**config.mk**
```make
export PLATFORM = sky130hd
export DESIGN_NAME = spi_sck_prescaler
export DESIGN_NICKNAME = d
export VERILOG_FILES = /design/src/rtl/spi_presc_pkg.sv /design/src/rtl/presc_decode.sv /design/src/rtl/presc_phase_gen.sv /design/src/rtl/spi_sck_prescaler.sv
export SDC_FILE = /design/constraint.sdc
export NUM_CORES = 1
export LEC_CHECK = 0
export CORE_MARGIN = 4
export CORE_UTILIZATION = 60
export DETAILED_ROUTE_END_ITERATION = 6
export PLACE_DENSITY = 0.9
export SLEW_MARGIN = 20
export SYNTH_ARGS = -nofsm -noshare
export SYNTH_HDL_FRONTEND = slang
export SYNTH_HIERARCHICAL = 1
export SYNTH_SLANG_ARGS = --single-unit
```
**constraint.sdc**
```tcl
create_clock -name clk_i -period 5.1 [get_ports clk_i]
set_input_delay 0.51 -clock clk_i [delete_from_list [all_inputs] [get_ports clk_i]]
set_output_delay 0.51 -clock clk_i [all_outputs]
set_load 0.005 [all_outputs]
```
**src/rtl/spi_presc_pkg.sv**
```systemverilog
package spi_presc_pkg;

  // field geometry; bit positions are decoded by the configuration neighbour
  localparam int unsigned FIELD_W    = 8;
  localparam int unsigned CODE_W     = 5;   // compact code width
  localparam int unsigned FACTOR_W   = 4;   // wide linear factor width
  localparam int unsigned EXP_W      = 3;   // wide exponent width

  localparam int unsigned CODE_BASE  = 16;  // compact offset
  localparam int unsigned CODE_FLOOR = 4;   // smallest compact divisor
  localparam int unsigned WIDE_FLOOR = 2;   // smallest wide divisor

  localparam int unsigned DIV_MAX = ((1 << FACTOR_W) - 1) << ((1 << EXP_W) - 1);
  localparam int unsigned DIV_W   = $clog2(DIV_MAX + 1);

  typedef logic [DIV_W-1:0] div_t;

  typedef enum logic {
    ENC_COMPACT = 1'b0,
    ENC_WIDE    = 1'b1
  } enc_e;

endpackage

```
**src/rtl/presc_decode.sv**
```systemverilog
module presc_decode
  import spi_presc_pkg::*;
(
  input  enc_e               enc_i,
  input  logic [FIELD_W-1:0] field_i,
  output div_t               first_len_o,
  output div_t               second_len_o
);

  logic [CODE_W-1:0]   code;
  logic [FACTOR_W-1:0] factor;
  logic [FACTOR_W-1:0] factor_fix;
  logic [EXP_W-1:0]    expo;
  div_t                code_ext;
  div_t                compact_div;
  div_t                wide_raw;
  div_t                wide_div;
  div_t                div_sel;

  always_comb begin
    // compact: even divisor from an offset code, short codes clamp up
    code     = field_i[CODE_W-1:0];
    code_ext = DIV_W'(code);
    if (code_ext < DIV_W'(CODE_BASE + CODE_FLOOR / 2)) begin
      compact_div = DIV_W'(CODE_FLOOR);
    end else begin
      compact_div = (code_ext << 1) - DIV_W'(2 * CODE_BASE);
    end

    // wide: factor in low bits, exponent gathered from scattered bits
    factor     = field_i[FACTOR_W-1:0];
    factor_fix = (factor == '0) ? FACTOR_W'(1) : factor;
    expo       = {field_i[FIELD_W-1 -: EXP_W-1], field_i[FACTOR_W]};
    wide_raw   = DIV_W'(factor_fix) << expo;
    wide_div   = (wide_raw < DIV_W'(WIDE_FLOOR)) ? DIV_W'(WIDE_FLOOR) : wide_raw;

    div_sel      = (enc_i == ENC_WIDE) ? wide_div : compact_div;
    first_len_o  = div_sel >> 1;
    second_len_o = div_sel - (div_sel >> 1);
  end

endmodule

```
**src/rtl/presc_phase_gen.sv**
```systemverilog
module presc_phase_gen
  import spi_presc_pkg::*;
(
  input  logic clk_i,
  input  logic rst_ni,
  input  logic run_i,
  input  div_t first_len_i,
  input  div_t second_len_i,
  output logic lead_o,
  output logic trail_o
);

  logic active_q, active_d;
  logic phase_q,  phase_d;
  div_t cnt_q,    cnt_d;
  div_t limit;
  logic at_end;
  logic cnt_en;

  always_comb begin
    limit    = phase_q ? second_len_i : first_len_i;
    at_end   = active_q && (cnt_q == limit - DIV_W'(1));
    cnt_en   = active_q && run_i;
    active_d = run_i;
    phase_d  = phase_q;
    cnt_d    = cnt_q;
    if (!run_i) begin
      phase_d = 1'b0;
      cnt_d   = '0;
    end else if (cnt_en) begin
      if (at_end) begin
        phase_d = ~phase_q;
        cnt_d   = '0;
      end else begin
        cnt_d = cnt_q + DIV_W'(1);
      end
    end
  end

  always_ff @(posedge clk_i or negedge rst_ni) begin
    if (!rst_ni) begin
      active_q <= 1'b0;
      phase_q  <= 1'b0;
      cnt_q    <= '0;
    end else begin
      active_q <= active_d;
      phase_q  <= phase_d;
      cnt_q    <= cnt_d;
    end
  end

  assign lead_o  = at_end && !phase_q;
  assign trail_o = at_end &&  phase_q;

  // checker state: was the most recent strobe a leading one
  logic last_lead_q;
  always_ff @(posedge clk_i or negedge rst_ni) begin
    if (!rst_ni)        last_lead_q <= 1'b0;
    else if (!active_q) last_lead_q <= 1'b0;
    else if (lead_o)    last_lead_q <= 1'b1;
    else if (trail_o)   last_lead_q <= 1'b0;
  end

  assert_lead_follows_trail_R6: assert property (@(posedge clk_i) disable iff (!rst_ni)
    lead_o |-> !last_lead_q);
  assert_trail_follows_lead_R6: assert property (@(posedge clk_i) disable iff (!rst_ni)
    trail_o |-> last_lead_q);
  assert_count_in_phase_R5: assert property (@(posedge clk_i) disable iff (!rst_ni)
    active_q |-> (cnt_q < limit));
  assert_idle_silent_R7: assert property (@(posedge clk_i) disable iff (!rst_ni)
    !active_q |-> (!lead_o && !trail_o));
  assert_fixed_start_R7: assert property (@(posedge clk_i) disable iff (!rst_ni)
    $rose(active_q) |-> (cnt_q == '0 && !phase_q));

endmodule

```
**src/rtl/spi_sck_prescaler.sv**
```systemverilog
module spi_sck_prescaler
  import spi_presc_pkg::*;
#(
  parameter int unsigned SYNC_STAGES = 2
) (
  input  logic               clk_i,
  input  logic               rst_ni,
  input  logic               ext_mode_i,
  input  logic [FIELD_W-1:0] presc_field_i,
  input  logic               run_i,
  output logic               sck_toggle_o,
  output logic               lead_edge_o,
  output logic               trail_edge_o
);

  // asynchronous assert, synchronous release
  logic [SYNC_STAGES-1:0] rst_sr_q;
  logic                   rst_n_int;

  always_ff @(posedge clk_i or negedge rst_ni) begin
    if (!rst_ni) rst_sr_q <= '0;
    else         rst_sr_q <= {rst_sr_q[SYNC_STAGES-2:0], 1'b1};
  end
  assign rst_n_int = rst_sr_q[SYNC_STAGES-1];

  enc_e enc;
  div_t first_len;
  div_t second_len;
  logic lead;
  logic trail;

  assign enc = ext_mode_i ? ENC_WIDE : ENC_COMPACT;

  presc_decode u_decode (
    .enc_i        (enc),
    .field_i      (presc_field_i),
    .first_len_o  (first_len),
    .second_len_o (second_len)
  );

  presc_phase_gen u_phase (
    .clk_i        (clk_i),
    .rst_ni       (rst_n_int),
    .run_i        (run_i),
    .first_len_i  (first_len),
    .second_len_i (second_len),
    .lead_o       (lead),
    .trail_o      (trail)
  );

  assign lead_edge_o  = lead;
  assign trail_edge_o = trail;
  assign sck_toggle_o = lead | trail;

  assert_short_code_clamp_R2: assert property (@(posedge clk_i) disable iff (!rst_n_int)
    (!ext_mode_i && presc_field_i[CODE_W-1:0] < CODE_W'(18))
      |-> (first_len == DIV_W'(2) && second_len == DIV_W'(2)));
  assert_zero_factor_floor_R4: assert property (@(posedge clk_i) disable iff (!rst_n_int)
    (ext_mode_i && presc_field_i[FACTOR_W-1:0] == '0 && presc_field_i[7:6] == 2'b00
      && !presc_field_i[FACTOR_W]) |-> (first_len == DIV_W'(1) && second_len == DIV_W'(1)));
  assert_divisor_range_R3: assert property (@(posedge clk_i) disable iff (!rst_n_int)
    ((first_len + second_len) >= DIV_W'(WIDE_FLOOR)
      && (first_len + second_len) <= DIV_W'(DIV_MAX)));
  assert_strobes_exclusive_R6: assert property (@(posedge clk_i) disable iff (!rst_n_int)
    !(lead_edge_o && trail_edge_o));

endmodule

```
==> out/metrics.yaml <==
die:
  coreArea_sq_um: 3360
  rows: 21
  ios: 15
  fp.dieH_um: 67.1
  die_w_um: 67.1
  start_util_pct: 62.4
  dieArea_sq_um: 4510
job:
  drv_cap: 0
clock_tree:
  h-tree-depth: 1
  cts_inserted_buffers: 3
  root_buffer: "clkbuf_4"
  cts_buffer_depth: 2
  cts_tree: "done"
  cts.reportedPaths.clkPinSlew_ns: 0.09
  postCtsHoldBufs: 0
  clock_sinks: 15
  insertion_delay_ns: 0.30
placement:
  dp_hpwl_um: 4660
  gp_congestion: 0.934
  dpl_cell_area_sq_um: 2670
  io_buffer_count: 13
  dp.cells: 373
synthesis:
  synth-simple-area-share_pct: 27.1
  yosysSeqAreaShare_pct: 17.9
  synth_compound_area_share_pct: 24.8
  ys_ff_latch: 15
  synth.distinct_cells: 65
  synth_xor_area_share_pct: 10.9
  synthFlopType: "dfrtp_1"
  synth_common_cells: "nor2_1, xnor2_1, a21oi_1, dfrtp_1, nand2_1"
  syn-num-nets: 289
  yosysMostFrequentCell: "nor2_1"
  synth_cells: 264
  synthMuxAreaShare_pct: 5.91
  yosysTopAreaCellShare_pct: 17.9
  async_flop_share_pct: 100
  synth_edf_count: 0
  syn-cell-area_sq_um: 2100
  synth_top_cell_by_area: "dfrtp_1"
  synth_top_family_by_area: "simple AND/OR/NAND/NOR gates"
  synth.area.top_cells: "dfrtp_1, xnor2_1, ha_1, mux2i_1, nor2_1"
  synth.avg_cell_area_sq_um: 7.94
  yosys_warnings: 6
  synthAdderAreaFrac_pct: 8.11
route:
  drtIter0Drc: 392
  wirelength_um: 8440
  ant_nets: 0
  first_pass_iters: 6
  avgViaCountPerCell: 6.99
  drc: 0
  wl_per_cell_um: 21.8
  via_count: 2712
timing:
  fin_worst_skew_ns: 0.00581
  slew_violations: 0
  clock.fmax_ghz: 0.196
  period_minus_slack_ns: 5.11
  layout_setup_ws_ns: -0.0110
  max-slew-margin-rel_pct: 36.4
  tightestPinTransition_ns: 0.953
  hold_ws_ns: 0.223
  period_share_pct: 100
  hold_viol_final: 0
  setup_viol: 1
power:
  p_per_area_nw_per_um2: 172
  p_sw_mw: 0.215
  leakage_nw: 1.28
  power_mw: 0.515
  p_int_mw: 0.300
  combPwrFrac_pct: 61.7
  swShare_pct: 41.8
  p_seq_share_pct: 24.7
  clkPwrFrac_pct: 13.7
  irDropWorstVdd_mv: 0.179
worst_setup_path:
  max_stage_delay_ns: 0.41
  worst_setup_path_end_kind: "output pin"
  worstSetupPathType: "in2out"
  start_kind: "input pin"
  cpMostUsedCell: "o211ai_1"
  cp.arrival_ns: 4.60
  crit_chain: "clkdlybuf4s15_1 -> mux2_2 -> a21oi_2 -> o32a_1 -> a21o_1 -> ha_4 -> o211ai_1 -> o211ai_1 -> a2111oi_2 -> nor3_1 -> mux2i_1 -> xnor2_2 -> and4_1 -> a22oi_2 -> o211a_4 -> nor3b_4 -> or2_1 -> buf_2"
  r2r-end: "u_phase/phase_q"
  cp_data_required_time_ns: 4.59
  rrSetupSlack_ns: 1.56
  r2r_start: "u_phase/phase_q"
  crit_path_start: "presc_field_i[6]"
  rr_worst_depth: 12
  crit_fanout: 6
  crit_slowest_cell: "mux2_2"
grt:
  track_usage_pct: 32.6
  grt_pass1_wl_um: 11200
  grt_pass1_vias: 2473
  grt_start_max_net_pins: 26
  overflow: 0
  antenna_found_initial: 0
run_status:
  violations: "setup timing"
  status: "finished with violations"
layout:
  postLayoutCellArea_sq_um: 2990
  fin_nets: 368
  antenna_cells: 0
  area_delta_synth_final_pct: 42.8
  stdcell_count: 388
  drive_gt1_share_pct: 36.3
min_path:
  min_path_type: "reg2async"
-- cell families (layout without fill, tap and decap cells) --
kind of cell | after synthesis | count (layout)
flip-flops | 15 | 15
XOR/XNOR | 26 | 26
adder cells (fa/ha/maj) | 13 | 13
buffers and inverters | 22 | 100
multiplexers | 12 | 12
other | 2 | 2
AND/OR/NAND/NOR | 101 | 101
AO/OA/AOI/OAI | 73 | 73
-- critical path: cells and delay by family --
kind                     cells  cell delay [ns]
AND/OR/NAND/NOR              4             0.74
AO/OA/AOI/OAI                8             1.83
buffers and inverters        2             0.43
adder cells (fa/ha/maj)      1             0.23
XOR/XNOR                     1             0.19
multiplexers                 2             0.67
-- cell usage in the layout (no fill, tap or decap), types with 4 or more instances in the layout --
cell type       count
buf_4              65
nor2_1             20
xnor2_1            17
dfrtp_1            15
nand2_1            14
inv_1              12
ha_1               10
a21oi_2             9
mux2i_1             9
nor3_1              8
xor2_1              8
nor2b_1             7
nand2b_1            7
a21oi_1             6
nand3_1             5
o22ai_1             5
o21ai_1             5
a21o_1              5
o21a_1              5
dlymetal6s2s_1      4
o21ai_0             4
-- power groups by stage --
stage	sequential [mW]	combinational [mW]	clock, mW
6_report	0.127	0.317	0.0704
5_1_grt	0.127	0.336	0.0779
4_1_cts	0.126	0.259	0.0717
3_5_place_dp	0.129	0.245	0
3_3_place_gp	0.128	0.234	0
2_1_floorplan	0.127	0.147	0
-- per-stage QoR --
step                setup slack [ns]  TNS (ns)  util [%]
global placement              -0.593     -1.56      79.4
CTS                          0.00476         0      83.0
global route                  -0.153    -0.392      89.0
floorplan                      0.317         0         -
detailed placement            -0.920     -4.39      79.4
finish                       -0.0110   -0.0110      89.0
-- layer usage --
metal,share of wire (%),vias up,global-route usage [%]
li1,-,1133,-
met1,34,1265,33.2
met2,49,235,61.5
met3,7.7,79,3.37
met4,9.3,0,22.0
met5,0,-,0
-- worst max path at each step --
stage / to / slack (ns)
finish: sck_toggle_o / -0.01
detailed placement: sck_toggle_o / -0.92
global route: sck_toggle_o / -0.15
global placement: sck_toggle_o / -0.59
floorplan: sck_toggle_o / 0.32
CTS: sck_toggle_o / 0.005
-- sequential cells by signal (all words and copies together) (netlist names) --
| signal | flops |
|---|---|
| u_phase/active_q | 1 |
| u_phase/cnt_q | 11 |
| rst_sr_q | 2 |
| u_phase/phase_q | 1 |
-- final cells by class --
class	count	area [sq um]
multi-input combinational	227	1830
clock buffer	3	22.5
tap	46	57.6
fill	159	369
sequential	15	375
clock inverter	1	5.00
timing repair buffer	82	647
inverter	14	52.6
-- timing repair --
action / CTS / global route
cloned: 0 / 1
resized for setup: 26 / 49
setup endpoints to repair: 3 / 3
pin swaps: 19 / 34
buffers inserted: 5 / 5
Power figures use the tool's default switching activity.
